## config.mk

```make
export PLATFORM = sky130hd
export DESIGN_NAME = pcp_timer
export DESIGN_NICKNAME = d
export VERILOG_FILES = /design/src/rtl/pcp_pkg.sv /design/src/rtl/pcp_rst_sync.sv /design/src/rtl/pcp_counter.sv /design/src/rtl/pcp_channel.sv /design/src/rtl/pcp_timer.sv
export SDC_FILE = /design/constraint.sdc
export NUM_CORES = 1
export LEC_CHECK = 0
export ABC_AREA = 0
export CAP_MARGIN = 20
export CORE_MARGIN = 8
export CORE_UTILIZATION = 65
export DETAILED_ROUTE_END_ITERATION = 6
export GPL_TIMING_DRIVEN = 0
export PLACE_DENSITY = 0.85
export SLEW_MARGIN = 20
export SYNTH_ARGS = -nofsm -noshare
export SYNTH_HDL_FRONTEND = slang
export SYNTH_HIERARCHICAL = 1
export SYNTH_SLANG_ARGS = --single-unit
```

## constraint.sdc

```tcl
create_clock -name clk -period 7.6 [get_ports clk]
set_input_delay 1.52 -clock clk [delete_from_list [all_inputs] [get_ports clk]]
set_output_delay 1.52 -clock clk [all_outputs]
set_load 0.02 [all_outputs]
```

## src/rtl/pcp_pkg.sv

```systemverilog
package pcp_pkg;
  // mode codes
  localparam logic [3:0] MD_HALT  = 4'd0;
  localparam logic [3:0] MD_FIX8  = 4'd1;
  localparam logic [3:0] MD_FIX9  = 4'd2;
  localparam logic [3:0] MD_FIX10 = 4'd3;
  localparam logic [3:0] MD_CAPT  = 4'd10;
  localparam logic [3:0] MD_CMPA  = 4'd11;

  // output select codes
  localparam logic [1:0] OS_STRAIGHT = 2'd2;
  localparam logic [1:0] OS_INVERT   = 2'd3;

  // register addresses
  localparam int RA_MODE = 0;
  localparam int RA_OSEL = 1;
  localparam int RA_CAPT = 2;
  localparam int RA_FCLR = 3;
  localparam int RA_CMP0 = 4;

  // flag bit positions in the clear register
  localparam int FB_OVF  = 0;
  localparam int FB_CAP  = 1;
  localparam int FB_CMP0 = 2;

  function automatic logic mode_fixed(input logic [3:0] m);
    return (m == MD_FIX8) || (m == MD_FIX9) || (m == MD_FIX10);
  endfunction

  function automatic logic mode_runs(input logic [3:0] m);
    return mode_fixed(m) || (m == MD_CAPT) || (m == MD_CMPA);
  endfunction
endpackage

```

## src/rtl/pcp_rst_sync.sv

```systemverilog
module pcp_rst_sync (
  input  logic clk,
  input  logic rst_n,
  output logic rst_sync_n
);
  logic stage_q;
  logic out_q;

  always_ff @(posedge clk or negedge rst_n) begin
    if (!rst_n) begin
      stage_q <= 1'b0;
      out_q   <= 1'b0;
    end else begin
      stage_q <= 1'b1;
      out_q   <= stage_q;
    end
  end

  assign rst_sync_n = out_q;
endmodule

```

## src/rtl/pcp_counter.sv

```systemverilog
module pcp_counter import pcp_pkg::*; #(
  parameter int W = 16
) (
  input  logic         clk,
  input  logic         rst_n,
  input  logic         tick_i,
  input  logic [3:0]   mode_i,
  input  logic [W-1:0] capt_i,
  input  logic [W-1:0] cmpa_i,
  output logic [W-1:0] cnt_o,
  output logic         down_o,
  output logic         run_o,
  output logic         step_o,
  output logic [W-1:0] top_o,
  output logic         top_ev_o,
  output logic         bot_ev_o
);
  localparam logic [W-1:0] MIN_TOP = W'(3);
  localparam logic [W-1:0] TOP8    = W'(16'h00FF);
  localparam logic [W-1:0] TOP9    = W'(16'h01FF);
  localparam logic [W-1:0] TOP10   = W'(16'h03FF);

  logic [W-1:0] cnt_q, cnt_d;
  logic         down_q, down_d;
  logic [W-1:0] top_raw, top;
  logic         run, step, at_top, at_bot;

  always_comb begin
    case (mode_i)
      MD_FIX8:  top_raw = TOP8;
      MD_FIX9:  top_raw = TOP9;
      MD_FIX10: top_raw = TOP10;
      MD_CAPT:  top_raw = capt_i;
      MD_CMPA:  top_raw = cmpa_i;
      default:  top_raw = '1;
    endcase
    top = (top_raw < MIN_TOP) ? MIN_TOP : top_raw;
  end

  assign run    = mode_runs(mode_i);
  assign step   = tick_i && run;
  assign at_top = !down_q && (cnt_q >= top);
  assign at_bot = down_q && (cnt_q == '0);

  always_comb begin
    cnt_d  = cnt_q;
    down_d = down_q;
    if (at_top) begin
      cnt_d  = cnt_q - W'(1);
      down_d = 1'b1;
    end else if (at_bot) begin
      cnt_d  = W'(1);
      down_d = 1'b0;
    end else if (down_q) begin
      cnt_d  = cnt_q - W'(1);
    end else begin
      cnt_d  = cnt_q + W'(1);
    end
  end

  always_ff @(posedge clk or negedge rst_n) begin
    if (!rst_n) begin
      cnt_q  <= '0;
      down_q <= 1'b0;
    end else if (step) begin
      cnt_q  <= cnt_d;
      down_q <= down_d;
    end
  end

  assign cnt_o    = cnt_q;
  assign down_o   = down_q;
  assign run_o    = run;
  assign step_o   = step;
  assign top_o    = top;
  assign top_ev_o = step && at_top;
  assign bot_ev_o = step && at_bot;

  AST_RISE_STEP: assert property (@(posedge clk) disable iff (!rst_n)
    (step && !down_q && (cnt_q < top)) |=> (cnt_q == $past(cnt_q) + W'(1)));
  AST_TURN_AT_TOP: assert property (@(posedge clk) disable iff (!rst_n)
    (step && at_top) |=> (down_q && (cnt_q == $past(cnt_q) - W'(1))));
  AST_TURN_AT_BOT: assert property (@(posedge clk) disable iff (!rst_n)
    (step && at_bot) |=> (!down_q && (cnt_q == W'(1))));
  AST_HOLD_NO_TICK: assert property (@(posedge clk) disable iff (!rst_n)
    !step |=> ($stable(cnt_q) && $stable(down_q)));
endmodule

```

## src/rtl/pcp_channel.sv

```systemverilog
module pcp_channel import pcp_pkg::*; #(
  parameter int W = 16
) (
  input  logic         clk,
  input  logic         rst_n,
  input  logic         step_i,
  input  logic         copy_i,
  input  logic         wr_i,
  input  logic [W-1:0] wr_val_i,
  input  logic [W-1:0] cnt_i,
  input  logic         down_i,
  input  logic [1:0]   osel_i,
  output logic [W-1:0] act_o,
  output logic         match_o,
  output logic         pwm_o
);
  logic [W-1:0] buf_q;
  logic [W-1:0] act_q;
  logic         lvl_q;
  logic         match;

  assign match = step_i && (cnt_i == act_q);

  always_ff @(posedge clk or negedge rst_n) begin
    if (!rst_n) begin
      buf_q <= '0;
    end else if (wr_i) begin
      buf_q <= wr_val_i;
    end
  end

  always_ff @(posedge clk or negedge rst_n) begin
    if (!rst_n) begin
      act_q <= '0;
    end else if (copy_i) begin
      act_q <= buf_q;
    end
  end

  always_ff @(posedge clk or negedge rst_n) begin
    if (!rst_n) begin
      lvl_q <= 1'b0;
    end else if (match) begin
      lvl_q <= down_i;
    end
  end

  always_comb begin
    case (osel_i)
      OS_STRAIGHT: pwm_o = lvl_q;
      OS_INVERT:   pwm_o = ~lvl_q;
      default:     pwm_o = 1'b0;
    endcase
  end

  assign act_o   = act_q;
  assign match_o = match;

  AST_ACTIVE_HELD: assert property (@(posedge clk) disable iff (!rst_n)
    !copy_i |=> $stable(act_q));
  AST_LEVEL_HELD: assert property (@(posedge clk) disable iff (!rst_n)
    !match |=> $stable(lvl_q));
  AST_RISING_MATCH_LOW: assert property (@(posedge clk) disable iff (!rst_n)
    (match && !down_i && (osel_i == OS_STRAIGHT) && $stable(osel_i)) |=> !pwm_o);
endmodule

```

## src/rtl/pcp_timer.sv

```systemverilog
module pcp_timer import pcp_pkg::*; #(
  parameter int W   = 16,
  parameter int NCH = 3,
  parameter int AW  = $clog2(NCH + 4)
) (
  input  logic           clk,
  input  logic           rst_n,
  input  logic           tick_i,
  input  logic           wr_en_i,
  input  logic [AW-1:0]  wr_addr_i,
  input  logic [W-1:0]   wr_data_i,
  output logic [W-1:0]   cnt_o,
  output logic           cnt_down_o,
  output logic [NCH-1:0] pwm_o,
  output logic           ovf_flag_o,
  output logic           cap_flag_o,
  output logic [NCH-1:0] cmp_flag_o
);
  localparam int OSW = 2 * NCH;

  logic             rst_sync_n;
  logic [3:0]       mode_q;
  logic [OSW-1:0]   osel_q;
  logic [W-1:0]     capt_q;
  logic             ovf_q, ovf_d;
  logic             capf_q, capf_d;
  logic [NCH-1:0]   cmpf_q, cmpf_d;

  logic [W-1:0]     cnt, top, mask, wr_val, clr;
  logic             down, run, step, top_ev, bot_ev, copy;
  logic             wr_mode, wr_osel, wr_capt, wr_fclr;
  logic [NCH-1:0]   match;
  logic [W-1:0]     act [NCH];

  pcp_rst_sync u_rst (
    .clk        (clk),
    .rst_n      (rst_n),
    .rst_sync_n (rst_sync_n)
  );

  assign wr_mode = wr_en_i && (wr_addr_i == AW'(RA_MODE));
  assign wr_osel = wr_en_i && (wr_addr_i == AW'(RA_OSEL));
  assign wr_capt = wr_en_i && (wr_addr_i == AW'(RA_CAPT));
  assign wr_fclr = wr_en_i && (wr_addr_i == AW'(RA_FCLR));

  always_ff @(posedge clk or negedge rst_sync_n) begin
    if (!rst_sync_n) begin
      mode_q <= MD_HALT;
    end else if (wr_mode) begin
      mode_q <= wr_data_i[3:0];
    end
  end

  always_ff @(posedge clk or negedge rst_sync_n) begin
    if (!rst_sync_n) begin
      osel_q <= '0;
    end else if (wr_osel) begin
      osel_q <= wr_data_i[OSW-1:0];
    end
  end

  always_ff @(posedge clk or negedge rst_sync_n) begin
    if (!rst_sync_n) begin
      capt_q <= '0;
    end else if (wr_capt) begin
      capt_q <= wr_data_i;
    end
  end

  pcp_counter #(.W(W)) u_cnt (
    .clk      (clk),
    .rst_n    (rst_sync_n),
    .tick_i   (tick_i),
    .mode_i   (mode_q),
    .capt_i   (capt_q),
    .cmpa_i   (act[0]),
    .cnt_o    (cnt),
    .down_o   (down),
    .run_o    (run),
    .step_o   (step),
    .top_o    (top),
    .top_ev_o (top_ev),
    .bot_ev_o (bot_ev)
  );

  // fixed ceilings are all-ones patterns, so the ceiling itself is the mask
  assign mask   = mode_fixed(mode_q) ? top : '1;
  assign wr_val = wr_data_i & mask;
  assign copy   = top_ev || !run;

  for (genvar ch = 0; ch < NCH; ch++) begin : g_ch
    pcp_channel #(.W(W)) u_ch (
      .clk      (clk),
      .rst_n    (rst_sync_n),
      .step_i   (step),
      .copy_i   (copy),
      .wr_i     (wr_en_i && (wr_addr_i == AW'(RA_CMP0 + ch))),
      .wr_val_i (wr_val),
      .cnt_i    (cnt),
      .down_i   (down),
      .osel_i   (osel_q[2*ch +: 2]),
      .act_o    (act[ch]),
      .match_o  (match[ch]),
      .pwm_o    (pwm_o[ch])
    );
  end

  assign clr = wr_fclr ? wr_data_i : '0;

  always_comb begin
    ovf_d  = (ovf_q & ~clr[FB_OVF]) | bot_ev;
    capf_d = (capf_q & ~clr[FB_CAP]) | (top_ev && (mode_q == MD_CAPT));
    for (int ch = 0; ch < NCH; ch++) begin
      cmpf_d[ch] = (cmpf_q[ch] & ~clr[FB_CMP0 + ch]) | match[ch];
    end
    cmpf_d[0] = cmpf_d[0] | (top_ev && (mode_q == MD_CMPA));
  end

  always_ff @(posedge clk or negedge rst_sync_n) begin
    if (!rst_sync_n) begin
      ovf_q  <= 1'b0;
      capf_q <= 1'b0;
      cmpf_q <= '0;
    end else begin
      ovf_q  <= ovf_d;
      capf_q <= capf_d;
      cmpf_q <= cmpf_d;
    end
  end

  assign cnt_o      = cnt;
  assign cnt_down_o = down;
  assign ovf_flag_o = ovf_q;
  assign cap_flag_o = capf_q;
  assign cmp_flag_o = cmpf_q;

  AST_OVF_AT_BOTTOM: assert property (@(posedge clk) disable iff (!rst_sync_n)
    bot_ev |=> ovf_flag_o);
  AST_CAP_AT_TOP: assert property (@(posedge clk) disable iff (!rst_sync_n)
    (top_ev && (mode_q == MD_CAPT)) |=> cap_flag_o);
  AST_CMPA_AT_TOP: assert property (@(posedge clk) disable iff (!rst_sync_n)
    (top_ev && (mode_q == MD_CMPA)) |=> cmp_flag_o[0]);
  AST_OVF_STICKY: assert property (@(posedge clk) disable iff (!rst_sync_n)
    (ovf_flag_o && !(wr_fclr && wr_data_i[FB_OVF])) |=> ovf_flag_o);
endmodule

```

==> flow_metrics.tcl, run 1 <==
set metrics [dict create \
    status "finished with violations" \
    violations "design-rule violations" \
    coreArea_mm2 0.01247 \
    setup_viol 0 \
    rsz0062_at_grt "no" \
    layout-drive-gt1-share_pct 18.92 \
    netlist_area_mm2 0.008190 \
    cts_max_level 4 \
    die_w_um 128.3 \
    drc 5 \
    portBuffers 47 \
    netlist_instances 732 \
    antenna_found_initial 0 \
    hold_viol 0 \
    cts_setup_buffers 0 \
    critPathRequiredTime_ns 7.91 \
    fin_util_pct 76.71 \
    avgSynthCellArea_um2 11.19 \
    rows 41 \
    cts.sinks 149 \
    fmax_mhz 162.1 \
    wl_um 24650 \
    r2r_end "g_ch[2].u_ch/act_o[8]" \
    routedWlPerCell_um 25.00 \
    arrival_ns 6.48 \
    die_h_um 128.3 \
    overflow 0 \
    dp.cells 954 \
    period_needed_ns 6.168 \
    synth-edff-count 0 \
    fin_nets 842 \
    r2r-start "mode_q[0]" \
    initial_core_util_pct 65.70 \
    cts_inserted_buffers 17 \
    cap_violations 0 \
    root_buffer "clkbuf_16" \
    clockBufferDepth 2 \
    ir_drop_mv 0.2404 \
    synth_ff_type "dfrtp_1" \
    syn_to_final_growth_pct 16.76 \
    first_pass_iters 7 \
    critPathKind "flip-flop to flip-flop" \
    syn_nets 773 \
    grt_max_degree 61 \
    finalCritPeriodShare_pct 81.16 \
    cts.hold.buffers_added 0 \
    grt_pass1_vias 6714 \
    yosysSeqAreaShare_pct 45.52 \
    antenna_cells 0 \
    dr.first_iter.drc_count 787 \
    yosys_warnings 6 \
    fin_setup_tns_ns 0 \
    ys_seq_elements 149 \
    relSlewSlack_pct 47.74 \
    cts-resized-gates 0 \
    holdWs_ns 0.2936 \
    p_leak_uw 0.004046 \
    dp_hpwl_um 17370 \
    finalNonFillerCells 986 \
    clock_latency_ns 0.43 \
    skew_ns 0.01360 \
    grt_usage_pct 31.05 \
    crit_path_start_kind "flip-flop" \
    antenna_left 0 \
    reg2reg_slack_ns 1.43 \
    num_vias 6739 \
    r2r_cells 18 \
    gp_congestion 0.9680 \
    io_pins 48 \
    synth-async-reset-ratio_pct 100.0 \
    drv_slew 0 \
    dieArea_mm2 0.01645 \
    cts_tree "yes" \
    p_per_area_mw_per_mm2 311.3 \
    crit_path_end_kind "flip-flop" \
    via_per_inst 6.835 \
    grt_pass1_wl_um 38270 \
    min_path_type "flip-flop to async pin" \
    tightest_slew_ns 0.7787 \
    synth_cell_types 71 \
    crit_fanout 10 \
    clk_pin_slew_worst_paths_ns 0.07 \
]
through the flow:
step / total power, uW / cell area [um2] / setup slack (ns)
after CTS: 2962 / 9563 / 1.715
after detailed placement: 2073 / 8946 / 1.803
after floorplan: 1781 / 8190 / 3.141
final: 2977 / 9563 / 1.432
after global placement: 2007 / 8876 / 1.776
after global routing: 3100 / 9563 / 1.397
power by group:
group,switching (uW),internal (uW),total (uW)
registers,225,1020,1240
clock network,373,500,873
logic,442,420,862
Yosys cell counts, drive strengths merged, types with 2 or more instances:
cell,count,area (um2)
nor3,12,60.06
a211o,5,43.79
or2,4,25.03
mux2,129,1453
xor2,15,131.4
a32oi,2,17.52
clkbuf,23,86.33
and2,10,62.56
a21o,3,22.52
a2bb2oi,4,35.03
and4b,2,20.02
or3,9,56.30
and3b,2,17.52
ha,18,225.2
nand4,18,112.6
a21oi,26,130.1
o211ai,3,22.52
nor4,12,120.1
o32a,5,50.05
a311oi,4,35.03
mux2i,9,90.09
nor2b,10,62.56
or4,4,33.78
xnor2,36,315.3
inv,23,86.33
nand2b,6,45.04
nor3b,4,41.29
and3,6,37.54
o21a,18,135.1
nand3,16,80.08
nand4b,2,17.52
dfrtp,149,3729
buf,13,90.08
o2bb2ai,2,23.77
o2111ai,2,17.52
a41oi,2,17.52
a31oi,3,18.77
o21ai,28,143.9
nor2,23,88.84
nand2,39,146.4
o22ai,5,31.28
a2111oi,2,17.52
o31ai,2,15.01
a211oi,6,45.04
cells in the final DEF, fill, tap and decap left out, types with 4 or more instances in the layout:
cell               n
nand2b_1           5
and2_1            10
mux2_2            92
inv_1             23
o21ai_1            6
a211oi_1           6
clkdlybuf4s50_1   47
nor2b_1           10
a21oi_1           26
o32a_1             5
or3_1              9
nand3_1           16
o22ai_1            5
inv_6              4
nand2_1           39
mux2i_1            9
buf_6              4
nor4_1             9
o21ai_0           21
o21a_1            18
and3_1             6
a311oi_1           4
a2bb2oi_1          4
dfrtp_1          148
nand4_1           18
buf_2             10
clkbuf_16         17
nor2_1            22
a211o_1            5
clkbuf_1          23
nor3_1            12
mux2_1            37
xnor2_1           36
xor2_1            15
ha_1              18
kinds of logic after synthesis:
logic type	Yosys count	share of synthesized area [%]
DFF	149	45.52
xor gates and xnor gates	51	5.454
AOI/OAI and AO/OA	132	11.17
buffers and inverters	60	3.254
adders and majority gates	18	2.750
and+or+nand+nor	183	12.97
muxes	138	18.84
other	1	0.04579
layout make-up:
type                            instances  area (um2)
Clock buffer                           17       425.4
Clock inverter                         15       191.4
Multi-Input combinational cell        523        4202
Inverter                               24       90.09
Buffer                                 36       176.4
Timing Repair Buffer                   50       530.5
Tap cell                              172       215.2
Sequential cell                       149        3732
Fill cell                             804        2903
how the worst max path moves through the flow:
stage | startpoint | to | slack [ns] | depth (start not counted)
floorplan | u_rst/rst_sync_n | cap_flag_o | 3.14 | 0
global placement | u_rst/rst_sync_n | g_ch[2].u_ch/lvl_q | 1.78 | 0
detailed placement | mode_q[0] | g_ch[2].u_ch/act_o[8] | 1.80 | 18
CTS | mode_q[0] | g_ch[1].u_ch/act_o[14] | 1.72 | 18
global route | mode_q[0] | g_ch[2].u_ch/act_o[5] | 1.40 | 18
finish | mode_q[0] | g_ch[2].u_ch/act_o[8] | 1.43 | 18
sequential cells by signal (all words and copies together), names as in the netlist:
name / cells
g_ch.u_ch/act_o: 48
g_ch.u_ch/buf_q: 48
capt_q: 16
u_cnt/cnt_o: 16
osel_q: 6
mode_q: 4
cmp_flag_o: 3
g_ch.u_ch/lvl_q: 3
cap_flag_o: 1
ovf_flag_o: 1
u_cnt/down_o: 1
u_rst/rst_sync_n: 1
u_rst/stage_q: 1
critical path, stage by stage (launching register included):
cell,delay (ns)
dfrtp_1,0.46
clkbuf_1,0.53
clkbuf_1,0.53
mux2i_1,0.35
nand3_1,0.16
nor4_1,0.32
nand4_1,0.14
o21ai_1,0.28
a211o_1,0.19
ha_1,0.23
nand2b_1,0.14
a2111o_1,0.43
a311oi_1,0.31
clkbuf_1,0.47
a21oi_1,0.32
nand2b_1,0.29
clkbuf_1,0.29
buf_2,0.30
mux2_2,0.31
metal layers:
metal	vias up	share of wire [%]	track usage, %
met5	-	0	0
li1	2845	-	-
met1	3298	36	36.16
met4	0	5.8	20.35
met3	110	9.3	6.780
met2	486	48	50.82
No activity file was read; power rests on OpenSTA's default activity.
==> run 2, diff against run 1 <==
--- a/config.mk
+++ b/config.mk
@@ -8,10 +8,10 @@
 export ABC_AREA = 0
 export CAP_MARGIN = 20
 export CORE_MARGIN = 8
-export CORE_UTILIZATION = 65
+export CORE_UTILIZATION = 54
 export DETAILED_ROUTE_END_ITERATION = 6
 export GPL_TIMING_DRIVEN = 0
-export PLACE_DENSITY = 0.85
+export PLACE_DENSITY = 0.75
 export SLEW_MARGIN = 20
 export SYNTH_ARGS = -nofsm -noshare
 export SYNTH_HDL_FRONTEND = slang
==> constraint.sdc (replaced) <==
create_clock -name clk -period 5.1 [get_ports clk]
set_input_delay 1.02 -clock clk [delete_from_list [all_inputs] [get_ports clk]]
set_output_delay 1.02 -clock clk [all_outputs]
set_load 0.02 [all_outputs]
==> run 2 against run 1 <==
The flow now finishes without violations. Register-to-register slack worse by 1.3 ns. Design area up 0.29%. Utilization is 13 points lower. Die area up 18%. Sequential share of layout area fell by 0.099 points. Worst hold slack improved by 0.031 ns. Maximum frequency is 24% higher. Cell count grew 1.4%. Count of clock-buffer cells in the layout up 5. Clock power up 41%. Sequential power is 51% higher.
==> flow_metrics.tcl, run 2 (synthesis gave the netlist of run 1 again) <==
set metrics [dict create \
    arrival_ns 5.25 \
    syn_to_final_growth_pct 17.09 \
    placed_cell_area_mm2 0.008961 \
    cts_max_level 4 \
    dieArea_mm2 0.01936 \
    clock_latency_ns 0.42 \
    grt_usage_pct 24.94 \
    hold_viol 0 \
    root_buffer "clkbuf_16" \
    crit_fanout 10 \
    initial_core_util_pct 54.48 \
    io_pins 48 \
    final_area_mm2 0.009590 \
    fin_nets 840 \
    gp_congestion 0.9360 \
    holdWs_ns 0.3242 \
    p_leak_uw 0.004037 \
    routedWlPerCell_um 24.02 \
    tightest_slew_ns 0.7659 \
    n_fill_cell 1171 \
    fmax_mhz 201.8 \
    portBuffers 47 \
    ir_drop_mv 0.3264 \
    coreArea_mm2 0.01503 \
    wl_um 24020 \
    die_h_um 139.2 \
    antenna_found_initial 0 \
    fin_setup_tns_ns 0 \
    via_per_inst 6.365 \
    crit_path_start_kind "flip-flop" \
    critPathKind "flip-flop to flip-flop" \
    rows 45 \
    antenna_left 0 \
    grt_pass1_vias 6532 \
    antenna_cells 0 \
    setup_viol 0 \
    relSlewSlack_pct 48.84 \
    reg2reg_slack_ns 0.14 \
    overflow 0 \
    cts_inserted_buffers 17 \
    finalCritPeriodShare_pct 97.18 \
    cap_violations 0 \
    num_vias 6365 \
    grt_pass1_wl_um 37140 \
    final_cell_mix "dfrtp_1 (147), mux2_2 (92), clkdlybuf4s50_1 (47), nand2_1 (39), mux2_1 (37)" \
    critPathRequiredTime_ns 5.40 \
    cts_tree "yes" \
    skew_ns 0.009703 \
    period_needed_ns 4.956 \
    die_w_um 139.2 \
    seq_area_mm2 0.003734 \
    grt_max_degree 59 \
    p_total_uw 4357 \
    cts_setup_buffers 0 \
    p_per_area_mw_per_mm2 454.4 \
    final_common_cell "dfrtp_1" \
    crit_path_end_kind "flip-flop" \
    clockBufferDepth 2 \
    drc 0 \
    multi_input_area_mm2 0.004244 \
    dp_hpwl_um 17520 \
    min_path_type "flip-flop to async pin" \
    first_pass_iters 6 \
    clk_pin_slew_worst_paths_ns 0.06 \
    dr.first_iter.drc_count 500 \
    drv_slew 0 \
    status "finished, final reports clean" \
    cts.sinks 149 \
    layout-drive-gt1-share_pct 20.20 \
]
==> run 2: through the flow <==
step / utilization (%) / setup WS [ns] / cells
2_1_floorplan: - / 0.6411 / 732
3_3_place_gp: 59.18 / -0.7732 / 967
3_5_place_dp: 59.61 / -0.8327 / 969
4_1_cts: 63.56 / 0.002355 / 1000
5_1_grt: 63.80 / -0.009868 / 1000
6_report: 63.80 / 0.1438 / 1000
==> run 2: path summary, 6_finish.rpt <==
| path | from | end | cells after the start |
|---|---|---|---|
| hold / removal | u_rst/rst_sync_n | capt_q[15] | 0 |
| setup / recovery | mode_q[0] | g_ch[0].u_ch/act_o[14] | 18 |
| max in group asynchronous | u_rst/rst_sync_n | g_ch[0].u_ch/act_o[15] | 2 |
| setup reg to reg | mode_q[0] | g_ch[0].u_ch/act_o[14] | 18 |
| hold reg to reg | u_rst/rst_sync_n | capt_q[15] | 0 |
| min in group clk | u_rst/stage_q | u_rst/rst_sync_n | 0 |
==> run 2: where the power goes <==
| group | total, uW | internal (uW) | switching, uW |
|---|---|---|---|
| Sequential | 1870 | 1520 | 348 |
| Combinational | 1260 | 632 | 627 |
| Clock | 1230 | 737 | 496 |
==> run 2: timing repair <==
| action | in CTS | in global routing |
|---|---|---|
| gates cloned | 0 | 0 |
| hold buffers | 0 | 0 |
| setup endpoints to repair | 64 | 57 |
| gates resized for setup | 9 | 13 |
==> run 2: layout make-up <==
| cell class | count | area share (%) |
|---|---|---|
| Clock buffer | 22 | 4.736 |
| Tap cell | 188 | 2.453 |
| Clock inverter | 10 | 1.252 |
| Multi-Input combinational cell | 523 | 44.25 |
| Timing Repair Buffer | 49 | 5.479 |
| Buffer | 35 | 1.957 |
| Sequential cell | 149 | 38.93 |
| Inverter | 24 | 0.9393 |
==> run 2: worst max-delay path, stage by stage (launching register included) <==
cell	delay, ns
dfrtp_2	0.42
buf_4	0.22
clkbuf_4	0.25
mux2i_1	0.29
nand3_1	0.18
nor4_2	0.30
nand4_1	0.15
o21ai_2	0.21
a211o_1	0.20
ha_1	0.24
nand2b_1	0.15
a2111o_1	0.44
a311oi_2	0.26
buf_4	0.25
a21oi_1	0.22
nand2b_4	0.25
clkbuf_1	0.22
buf_2	0.27
mux2_2	0.30
==> run 2: routing by layer <==
metal  GRT usage [%]  wire (um)
met1           29.51       9425
met2           42.71      12080
met3           5.336       1701
met4           11.50        807
met5               0          0
